File: config.mk
export PLATFORM = sky130hd
export DESIGN_NAME = rob_core
export DESIGN_NICKNAME = d
export VERILOG_FILES = /design/src/rtl/rob_pkg.sv /design/src/rtl/rob_ptrs.sv /design/src/rtl/rob_payload.sv /design/src/rtl/rob_flags.sv /design/src/rtl/rob_core.sv
export SDC_FILE = /design/constraint.sdc
export NUM_CORES = 2
export LEC_CHECK = 0
export ABC_AREA = 0
export ABC_CLOCK_PERIOD_IN_PS = 8300
export CELL_PAD_IN_SITES_DETAIL_PLACEMENT = 0
export CELL_PAD_IN_SITES_GLOBAL_PLACEMENT = 1
export CORE_ASPECT_RATIO = 0.8
export CORE_UTILIZATION = 49
export DETAILED_ROUTE_END_ITERATION = 7
export PLACE_DENSITY = 0.74
export SLEW_MARGIN = 20
export SYNTH_ARGS = -nofsm -noshare
export SYNTH_HDL_FRONTEND = slang
export SYNTH_SLANG_ARGS = --single-unit
File: constraint.sdc
create_clock -name clk -period 8.3 [get_ports clk]
set_clock_uncertainty 0.2 [all_clocks]
set_input_delay 0.83 -clock clk [delete_from_list [all_inputs] [get_ports clk]]
set_output_delay 0.83 -clock clk [all_outputs]
set_load 0.02 [all_outputs]
File: src/rtl/rob_pkg.sv
package rob_pkg;
  typedef enum logic [1:0] {
    CAUSE_NONE = 2'd0,
    CAUSE_MISP = 2'd1,
    CAUSE_EXC  = 2'd2
  } cause_e;

  typedef enum logic {
    ST_RUN   = 1'b0,
    ST_FLUSH = 1'b1
  } rob_state_e;
endpackage

File: src/rtl/rob_ptrs.sv
module rob_ptrs #(
  parameter int DEPTH = 16
) (
  input  logic                     clk,
  input  logic                     rst,
  input  logic                     alloc,
  input  logic                     retire,
  input  logic                     sync_head,
  output logic [$clog2(DEPTH):0]   head_q,
  output logic [$clog2(DEPTH):0]   tail_q,
  output logic [$clog2(DEPTH):0]   count,
  output logic                     full,
  output logic                     empty
);
  localparam int IW = $clog2(DEPTH);
  localparam logic [IW:0] FULL_CNT = {1'b1, {IW{1'b0}}};

  always_ff @(posedge clk) begin
    if (rst) begin
      head_q <= '0;
      tail_q <= '0;
    end else begin
      if (alloc)
        tail_q <= tail_q + 1'b1;
      if (sync_head)
        head_q <= tail_q;
      else if (retire)
        head_q <= head_q + 1'b1;
    end
  end

  assign count = tail_q - head_q;
  assign full  = (count == FULL_CNT);
  assign empty = (count == '0);
endmodule

File: src/rtl/rob_payload.sv
module rob_payload #(
  parameter int DEPTH = 16,
  parameter int W     = 8
) (
  input  logic                       clk,
  input  logic                       we,
  input  logic [$clog2(DEPTH)-1:0]   waddr,
  input  logic [W-1:0]               wdata,
  input  logic [$clog2(DEPTH)-1:0]   raddr,
  output logic [W-1:0]               rdata
);
  logic [W-1:0] mem [DEPTH];

  always_ff @(posedge clk) begin
    if (we)
      mem[waddr] <= wdata;
  end

  assign rdata = mem[raddr];
endmodule

File: src/rtl/rob_flags.sv
module rob_flags
  import rob_pkg::*;
#(
  parameter int DEPTH = 16,
  parameter int PC_W  = 32
) (
  input  logic                       clk,
  input  logic                       rst,
  input  logic                       cmp_we,
  input  logic [$clog2(DEPTH)-1:0]   cmp_idx,
  input  logic                       exc_we,
  input  logic [$clog2(DEPTH)-1:0]   exc_idx,
  input  logic [PC_W-1:0]            exc_pc,
  input  logic                       mis_we,
  input  logic [$clog2(DEPTH)-1:0]   mis_idx,
  input  logic [PC_W-1:0]            mis_pc,
  input  logic                       clr_one,
  input  logic [$clog2(DEPTH)-1:0]   clr_idx,
  input  logic                       clr_all,
  input  logic [$clog2(DEPTH)-1:0]   rd_idx,
  output logic                       rd_ready,
  output cause_e                     rd_cause,
  output logic [PC_W-1:0]            rd_pc
);
  localparam int IW = $clog2(DEPTH);

  logic            rdy_q   [DEPTH];
  cause_e          cause_q [DEPTH];
  logic [PC_W-1:0] rpc_q   [DEPTH];

  always_ff @(posedge clk) begin
    for (int i = 0; i < DEPTH; i++) begin
      if (rst || clr_all) begin
        rdy_q[i]   <= 1'b0;
        cause_q[i] <= CAUSE_NONE;
        rpc_q[i]   <= '0;
      end else if (clr_one && clr_idx == IW'(i)) begin
        rdy_q[i]   <= 1'b0;
        cause_q[i] <= CAUSE_NONE;
      end else begin
        if (cmp_we && cmp_idx == IW'(i))
          rdy_q[i] <= 1'b1;
        if (exc_we && exc_idx == IW'(i)) begin
          cause_q[i] <= CAUSE_EXC;
          rpc_q[i]   <= exc_pc;
        end else if (mis_we && mis_idx == IW'(i) && cause_q[i] != CAUSE_EXC) begin
          cause_q[i] <= CAUSE_MISP;
          rpc_q[i]   <= mis_pc;
        end
      end
    end
  end

  assign rd_ready = rdy_q[rd_idx];
  assign rd_cause = cause_q[rd_idx];
  assign rd_pc    = rpc_q[rd_idx];
endmodule

File: src/rtl/rob_core.sv
module rob_core
  import rob_pkg::*;
#(
  parameter int DEPTH  = 16,
  parameter int AREG_W = 5,
  parameter int PREG_W = 7,
  parameter int PC_W   = 32
) (
  input  logic                       clk,
  input  logic                       rst,
  input  logic                       iss_valid,
  input  logic                       iss_dst_v,
  input  logic [AREG_W-1:0]          iss_areg,
  input  logic [PREG_W-1:0]          iss_preg,
  input  logic [PC_W-1:0]            iss_pc,
  output logic                       iss_ready,
  output logic [$clog2(DEPTH)-1:0]   iss_idx,
  input  logic                       cmp_valid,
  input  logic [$clog2(DEPTH)-1:0]   cmp_idx,
  input  logic                       exc_valid,
  input  logic [$clog2(DEPTH)-1:0]   exc_idx,
  input  logic [PC_W-1:0]            exc_pc,
  input  logic                       mis_valid,
  input  logic [$clog2(DEPTH)-1:0]   mis_idx,
  input  logic [PC_W-1:0]            mis_pc,
  output logic                       cmt_valid,
  output logic                       cmt_dst_v,
  output logic [AREG_W-1:0]          cmt_areg,
  output logic [PREG_W-1:0]          cmt_preg,
  output logic [PC_W-1:0]            cmt_pc,
  output logic                       rel_valid,
  output logic [PREG_W-1:0]          rel_preg,
  output logic                       redir_valid,
  output logic                       redir_exc,
  output logic [PC_W-1:0]            redir_pc
);
  localparam int IW    = $clog2(DEPTH);
  localparam int DST_W = 1 + PREG_W;
  localparam int META_W = AREG_W + PC_W;

  rob_state_e      state_q;
  logic [IW:0]     walk_q;
  logic [IW:0]     head_q, tail_q, cnt;
  logic            full, empty;
  logic            run, alloc;
  logic            start_flush, mis_start, do_retire, walk_done;
  logic            head_ready;
  cause_e          head_cause;
  logic [PC_W-1:0] head_rpc;
  logic [IW-1:0]   head_idx, walk_idx, cmp_off, exc_off, mis_off;
  logic            cmp_live, exc_live, mis_live;
  logic [DST_W-1:0]  dst_head, dst_walk;
  logic [META_W-1:0] meta_head;

  assign run       = (state_q == ST_RUN);
  assign iss_ready = run && !full;
  assign iss_idx   = tail_q[IW-1:0];
  assign alloc     = iss_valid && iss_ready;
  assign head_idx  = head_q[IW-1:0];
  assign walk_idx  = walk_q[IW-1:0];

  // a slot is live when its distance from the head is below the occupancy
  assign cmp_off  = cmp_idx - head_idx;
  assign exc_off  = exc_idx - head_idx;
  assign mis_off  = mis_idx - head_idx;
  assign cmp_live = ({1'b0, cmp_off} < cnt);
  assign exc_live = ({1'b0, exc_off} < cnt);
  assign mis_live = ({1'b0, mis_off} < cnt);

  assign start_flush = run && !empty && (head_cause != CAUSE_NONE);
  assign mis_start   = start_flush && (head_cause == CAUSE_MISP);
  assign do_retire   = run && !empty && head_ready && (head_cause == CAUSE_NONE);
  assign walk_done   = (state_q == ST_FLUSH) && (walk_q == tail_q);

  rob_ptrs #(.DEPTH(DEPTH)) u_ptrs (
    .clk       (clk),
    .rst       (rst),
    .alloc     (alloc),
    .retire    (do_retire || mis_start),
    .sync_head (walk_done),
    .head_q    (head_q),
    .tail_q    (tail_q),
    .count     (cnt),
    .full      (full),
    .empty     (empty)
  );

  rob_flags #(.DEPTH(DEPTH), .PC_W(PC_W)) u_flags (
    .clk      (clk),
    .rst      (rst),
    .cmp_we   (cmp_valid && run && cmp_live),
    .cmp_idx  (cmp_idx),
    .exc_we   (exc_valid && run && exc_live),
    .exc_idx  (exc_idx),
    .exc_pc   (exc_pc),
    .mis_we   (mis_valid && run && mis_live),
    .mis_idx  (mis_idx),
    .mis_pc   (mis_pc),
    .clr_one  (do_retire || mis_start),
    .clr_idx  (head_idx),
    .clr_all  (walk_done),
    .rd_idx   (head_idx),
    .rd_ready (head_ready),
    .rd_cause (head_cause),
    .rd_pc    (head_rpc)
  );

  // destination fields are read at the head (retire) and at the walk pointer (release)
  rob_payload #(.DEPTH(DEPTH), .W(DST_W)) u_dst_head (
    .clk (clk), .we (alloc), .waddr (iss_idx), .wdata ({iss_dst_v, iss_preg}),
    .raddr (head_idx), .rdata (dst_head)
  );

  rob_payload #(.DEPTH(DEPTH), .W(DST_W)) u_dst_walk (
    .clk (clk), .we (alloc), .waddr (iss_idx), .wdata ({iss_dst_v, iss_preg}),
    .raddr (walk_idx), .rdata (dst_walk)
  );

  rob_payload #(.DEPTH(DEPTH), .W(META_W)) u_meta (
    .clk (clk), .we (alloc), .waddr (iss_idx), .wdata ({iss_areg, iss_pc}),
    .raddr (head_idx), .rdata (meta_head)
  );

  always_ff @(posedge clk) begin
    if (rst) begin
      state_q     <= ST_RUN;
      walk_q      <= '0;
      cmt_valid   <= 1'b0;
      cmt_dst_v   <= 1'b0;
      cmt_areg    <= '0;
      cmt_preg    <= '0;
      cmt_pc      <= '0;
      rel_valid   <= 1'b0;
      rel_preg    <= '0;
      redir_valid <= 1'b0;
      redir_exc   <= 1'b0;
      redir_pc    <= '0;
    end else begin
      cmt_valid   <= do_retire || mis_start;
      redir_valid <= start_flush;
      rel_valid   <= 1'b0;
      if (do_retire || mis_start) begin
        cmt_dst_v <= dst_head[DST_W-1];
        cmt_preg  <= dst_head[PREG_W-1:0];
        cmt_areg  <= meta_head[META_W-1:PC_W];
        cmt_pc    <= meta_head[PC_W-1:0];
      end
      if (start_flush) begin
        state_q   <= ST_FLUSH;
        redir_exc <= (head_cause == CAUSE_EXC);
        redir_pc  <= head_rpc;
        walk_q    <= mis_start ? head_q + 1'b1 : head_q;
      end
      if (state_q == ST_FLUSH) begin
        if (walk_done) begin
          state_q <= ST_RUN;
        end else begin
          rel_valid <= dst_walk[DST_W-1];
          rel_preg  <= dst_walk[PREG_W-1:0];
          walk_q    <= walk_q + 1'b1;
        end
      end
    end
  end
endmodule

* Word-level counts from Yosys, hierarchy flattened *
Memories as Yosys holds them, arrays and structs flattened. A register that Yosys moved wholly into a read port is not among the register bits.
Index checks and enable logic that the tools add are counted.

word-level totals
  register bits = 27
  RAM bits = 1,408
  input port bits = 127
  output and inout port bits = 93
  logic and storage cells = 713
  memories kept = 6

memories
  memory           words  width  rd ports  clocked after Yosys merged registers in  write ports  RTL line           RTL
  u_meta.mem       16     37     1         1                                        1            rob_payload.sv:12  logic [W-1:0] mem [DEPTH];
  u_flags.rpc_q    16     32     1         1                                        16           rob_flags.sv:29    logic [PC_W-1:0] rpc_q [DEPTH];
  u_dst_head.mem   16     8      1         1                                        1            rob_payload.sv:12
  u_dst_walk.mem   16     8      1         1                                        1            rob_payload.sv:12
  u_flags.cause_q  16     2      17        1                                        16           rob_flags.sv:28    cause_e cause_q [DEPTH];
  u_flags.rdy_q    16     1      1         1                                        16           rob_flags.sv:27    logic rdy_q [DEPTH];

cells by class
  $add $sub $neg = 7
  magnitude comparators = 3
  eq/ne operators = 80
  multiplexer cells = 386
  bitwise logic cells = 114
  reduce and logical (&&, ||, !) cells = 108

operators by type and width
  operator                                                                count
  32-bit two-way mux                                                      32
  1-bit two-way mux                                                       295
  4-bit equality test (second input constant)                             32
  1-bit bitwise OR                                                        112
  2-bit two-way mux                                                       48
  1-bit logical AND                                                       94
  4-bit by 3-bit equality test with 1-bit output (second input constant)  16
  4-bit by 2-bit equality test with 1-bit output (second input constant)  8
  2-bit inequality test (second input constant)                           16
  5-bit two-way mux                                                       6
  4-bit two-way mux                                                       5
  4-bit by 1-bit equality test with 1-bit output (second input constant)  4
  4-bit zero test                                                         4
  5-bit by 1-bit adder with 5-bit output (second input constant)          3
  4-bit by 5-bit less-than comparator with 1-bit output                   3
  4-bit subtractor                                                        3
  5-bit equality test                                                     1
  5-bit equality test (second input constant)                             1
  5-bit zero test                                                         1
  5-bit subtractor                                                        1
  2-bit nonzero test                                                      2
  3-bit OR reduction                                                      1
  2-bit by 1-bit equality test with 1-bit output (second input constant)  1
  2-bit equality test (second input constant)                             1
  5 further kinds                                                         8

* Longest topological paths before layout *
  depth after elaboration = 14
  gate-level depth with buffers = 16
  gate-level depth less buffers = 12

* Cells and area by module *
From an unflattened synthesis, not the netlist that was laid out.

unflattened totals
  cells, all modules = 3,808
  area total of the unflattened synthesis = 65,004.8 um^2

modules (own cells, without submodules)
  module                         instances  cells an instance  area each (um^2)  sequential area each (um^2)
  rob_flags                      1          1,867              28,088.2          16,816.1
  rob_payload at u_meta          1          926                22,201.3          17,777.0
  rob_payload at u_dst_head ...  2          221                4,987.3           3,843.7
  rob_core                       1          501                4,108.9           1,881.8
  rob_ptrs                       1          72                 631.9             200.2

* Worst setup path after synthesis *
OpenSTA, ideal clock, no wires.

  path kind = register to register
  start point = register u_ptrs.head_q[1]
  end point = memory u_dst_walk.mem[24][0] (netlist: u_dst_walk.mem[3][0]), enable pin
  library setup time = 0.503 ns
  arrival = 6.146 ns
  data required time = 7.597 ns
  path slack = 1.451 ns
  cell stages (with the launch flop) = 13
  path buffers = 4
  period minus slack after synthesis = 6.849 ns
  cell sequence = dfxtp_1 > clkbuf_1 > clkbuf_1 > clkbuf_1 > inv_1 > fa_1 > xor2_1 > and4b_1 > nor2_1 > o211a_1 > clkbuf_1 > nand2_1 > nor3_1

on the way
  word-level cells in the longest chain between the ends = 7

ends and longest elaborated chain
  element                                  RTL line           RTL
  start: declaration                       rob_ptrs.sv:9      output logic [$clog2(DEPTH):0] head_q,
  start signal: assignment                 rob_ptrs.sv:26     head_q <= tail_q;
  start signal: assignment                 rob_ptrs.sv:28     head_q <= head_q + 1'b1;
  5-bit subtractor                         rob_ptrs.sv:32     assign count = tail_q - head_q;
  5-bit equality test                      rob_ptrs.sv:33     assign full = (count == FULL_CNT);
  1-bit zero test                          rob_core.sv:56     assign iss_ready = run && !full;
  1-bit logical AND                        rob_core.sv:56
  1-bit logical AND                        rob_core.sv:58     assign alloc = iss_valid && iss_ready;
  1-bit two-way mux                        rob_payload.sv:15  if (we)
  1-bit two-way mux (implied by the code)  rob_payload.sv:16  mem[waddr] <= wdata;
  end: declaration                         rob_payload.sv:12

Every way passes these cells.

==> qor.txt <==
Largest net degree at the start of global routing -> 145
CP max FO -> 48
Transition time of the tightest slew-check pin -> 1.21 ns
Residual DRC count -> 0
DR WL/cell -> 34.5 um
DP Area -> 0.0679 mm2
Clock root buffer -> clkbuf_16
Via count -> 42.6k
Post-synth top cells -> edfxtp_1, nand2_1, mux4_2, a21oi_1, clkbuf_1
Worst EP required -> 8.57 ns
Post-synthesis cell type with the largest combined area -> edfxtp_1
Net Count, Synth -> 4384
Ys async rst share -> 0%
Max-slew violations -> 0
Cells after DPL -> 5852
Top-count cell post-synth -> edfxtp_1
Power Density -> 327 mW/mm2
Fin. Hold Viols -> 0
DR vias/cell -> 6.96
Final net count -> 4434
Post-synthesis adder-cell area fraction -> 0.666%
Critical path arrival -> 6.70 ns
Main combinational cell family by area after synthesis -> multiplexers
Crit path time final -> 6.43 ns
Top-area cell type share of the netlist area -> 60.5%
Syn_area_per_cell -> 15.0 um2
H-tree Lvls -> 4
Number of distinct library cells after synthesis -> 70
Primary FF master, synth -> edfxtp_1
Inserted Clock Buffers -> 142
Pre-Repair DR Iteration Count -> 6
Full die area -> 0.131 mm2
Design area -> 0.0728 mm2
DR top layer -> met5
XOR/XNOR share of the synthesized area -> 0.317%
Layout area overhead -> 14.7%
Number of synthesis warnings -> 0
Compound-gate portion of the synthesized area -> 7.65%
Synth Instances -> 4228
Metal3 WL -> 28000 um
Worst-skew pair later-pin latency -> 0.79 ns
Die Wd -> 404 um
Fmax -> 0.156 GHz
Setup TNS -> 0 ns
Clk buf depth -> 3
Resize count post-CTS -> 0
Initial Utilization -> 49.6%
First-pass GRT wire length -> 299000 um
Setup violators final -> 0
Worst hold-check path type -> register to register
Setup Buffers After CTS -> 0
Ports -> 220
Number of max-cap violations -> 0
Post-synthesis mux area share -> 16.2%
DR WL met2 -> 92500 um
RSZ-0062 raised after global routing -> no
Antenna viol nets, final -> 0
Initial antenna violation count -> 6
Post-DP HPWL -> 129000 um
Netlist Area Pre-Place -> 0.0635 mm2
Row count -> 117
Layout cells sized above 1 -> 20.3%
Fillers -> 9966
RePlAce Congestion -> 0.967
Ranking of synthesized cells by area -> edfxtp_1, mux4_2, dfxtp_1
Fin cells -> 6123
Vias in the first global route -> 39.8k
PortBufs -> 219
Worst hold slack -> 0.253 ns
Peak VDD IR -> 0.436 mV
Period utilization -> 77.4%
CTS tree -> yes
WL met1 -> 83500 um
Post-synth EDFFs -> 1280
Outcome -> finished clean
Gr ovfl total -> 0
Max_slew headroom -> 19.1%
Overall routed net length -> 211000 um
Critical Path Source Type -> register
Setup Crit Path Kind -> register to register
Core area -> 0.128 mm2
Drt first-iter violations -> 7147
GRT Overall Usage -> 32.1%
P_leak -> 0.0227 uW
Post-CTS Hold Fix Bufs -> 0
FF+latch count, synth -> 1388
CTS Sinks -> 1388
Worst setup EP type -> register
Clock-pin slew on the worst setup and hold paths -> 0.06 ns
Die Span Y -> 324 um
Part of the Yosys area used for sequential elements -> 64.0%
Simple logic cell fraction of the synthesized area -> 8.16%
==> area by class of cell <==
| type | count | area (um2) | area share [%] |
|---|---|---|---|
| sequential | 1388 | 40600 | 55.8 |
| clock buffer | 188 | 3820 | 5.24 |
| timing repair buffer | 360 | 3510 | 4.82 |
| antenna | 4 | 10.0 | 0.0138 |
| clock inverter | 72 | 910 | 1.25 |
| tap | 1725 | 2160 | 2.97 |
| multi-input combinational | 2348 | 21600 | 29.7 |
| inverter | 38 | 148 | 0.203 |
==> path summary, 6_finish.rpt <==
| check | from | endpoint | slack, ns | depth (start not counted) |
|---|---|---|---|---|
| max reg2reg | u_ptrs.head_q[2] | u_flags.rpc_q[9][31] | 1.87 | 12 |
| max | u_ptrs.head_q[2] | u_flags.rpc_q[9][31] | 1.87 | 12 |
| min reg2reg | cmt_pc[30] | cmt_pc[30] | 0.25 | 2 |
| min | cmt_pc[30] | cmt_pc[30] | 0.25 | 2 |
==> flip-flops by register name, indices dropped and copies added (netlist names), 5 cells and up, named ones only <==
| register | flops |
|---|---|
| cmt_preg | 7 |
| u_dst_walk.mem | 128 |
| u_ptrs.head_q | 5 |
| cmt_pc | 32 |
| cmt_areg | 5 |
| u_ptrs.tail_q | 5 |
| walk_q | 5 |
| u_flags.rpc_q | 512 |
| u_meta.mem | 592 |
| rel_preg | 7 |
| u_flags.rdy_q | 16 |
| u_flags.cause_q | 32 |
| redir_pc | 32 |
==> kinds of logic (layout without fill, tap and decap cells) <==
family / count (synthesis) / after routing
adder cells (fa/ha/maj): 32 / 32
buffers and inverters: 492 / 658
AND/OR/NAND/NOR: 1094 / 1094
other: 0 / 4
multiplexers: 477 / 477
XOR/XNOR: 23 / 23
AO/OA/AOI/OAI: 722 / 722
flip-flops: 1388 / 1388
==> cells in the final DEF, fill, tap and decap left out, types with 25 or more instances in the layout <==
cell type / synthesis / layout
nor2_1: 130 / 118
a32o_1: 182 / 182
clkdlybuf4s50_1: 0 / 218
ha_1: 25 / 25
mux2i_1: 39 / 39
nand2_1: 478 / 473
nand4_1: 117 / 117
a21oi_1: 393 / 374
buf_4: 9 / 125
dfxtp_1: 108 / 102
edfxtp_1: 1280 / 1280
nand3_1: 203 / 203
clkbuf_16: 0 / 142
clkbuf_1: 335 / 37
inv_1: 37 / 36
mux4_2: 434 / 434
and2_1: 36 / 36
==> worst max-delay path: stages, from the launching register on <==
cell and delay (ns):
dfxtp_4 1.05, inv_1 0.42, ha_1 0.45, a21oi_1 0.23
nand2_1 0.10, xor2_1 0.77, a31oi_4 0.58, buf_4 0.38
a21o_1 0.19, buf_4 0.26, a21boi_0 0.24, o21ai_4 0.87
buf_4 0.33
==> per-layer routing <==
| layer | vias to the layer above | track usage, % |
|---|---|---|
| met3 | 433 | 8.14 |
| li1 | 17000 | - |
| met4 | 12 | 11.2 |
| met1 | 21900 | 47.7 |
| met2 | 3286 | 46.1 |
| met5 | - | 0 |
==> per-stage QoR <==
stage / total power, uW / utilization, % / setup WS, ns
after floorplan: 14100 / - / 1.45
after detailed placement: 17300 / 53.0 / 1.97
after global placement: 17200 / 52.9 / 2.01
after global routing: 24500 / 56.9 / 1.73
after CTS: 23700 / 56.7 / 1.91
final: 23800 / 56.9 / 1.87
==> report_power, final <==
group          leakage (uW)  total (uW)  internal [uW]  switching, uW
Clock               0.00228        6550           3720           2830
Sequential           0.0133        9330           8820            510
Combinational       0.00719        7950           3000           4950
Total                0.0227       23800          15500           8290
Power figures use the tool's default switching activity.
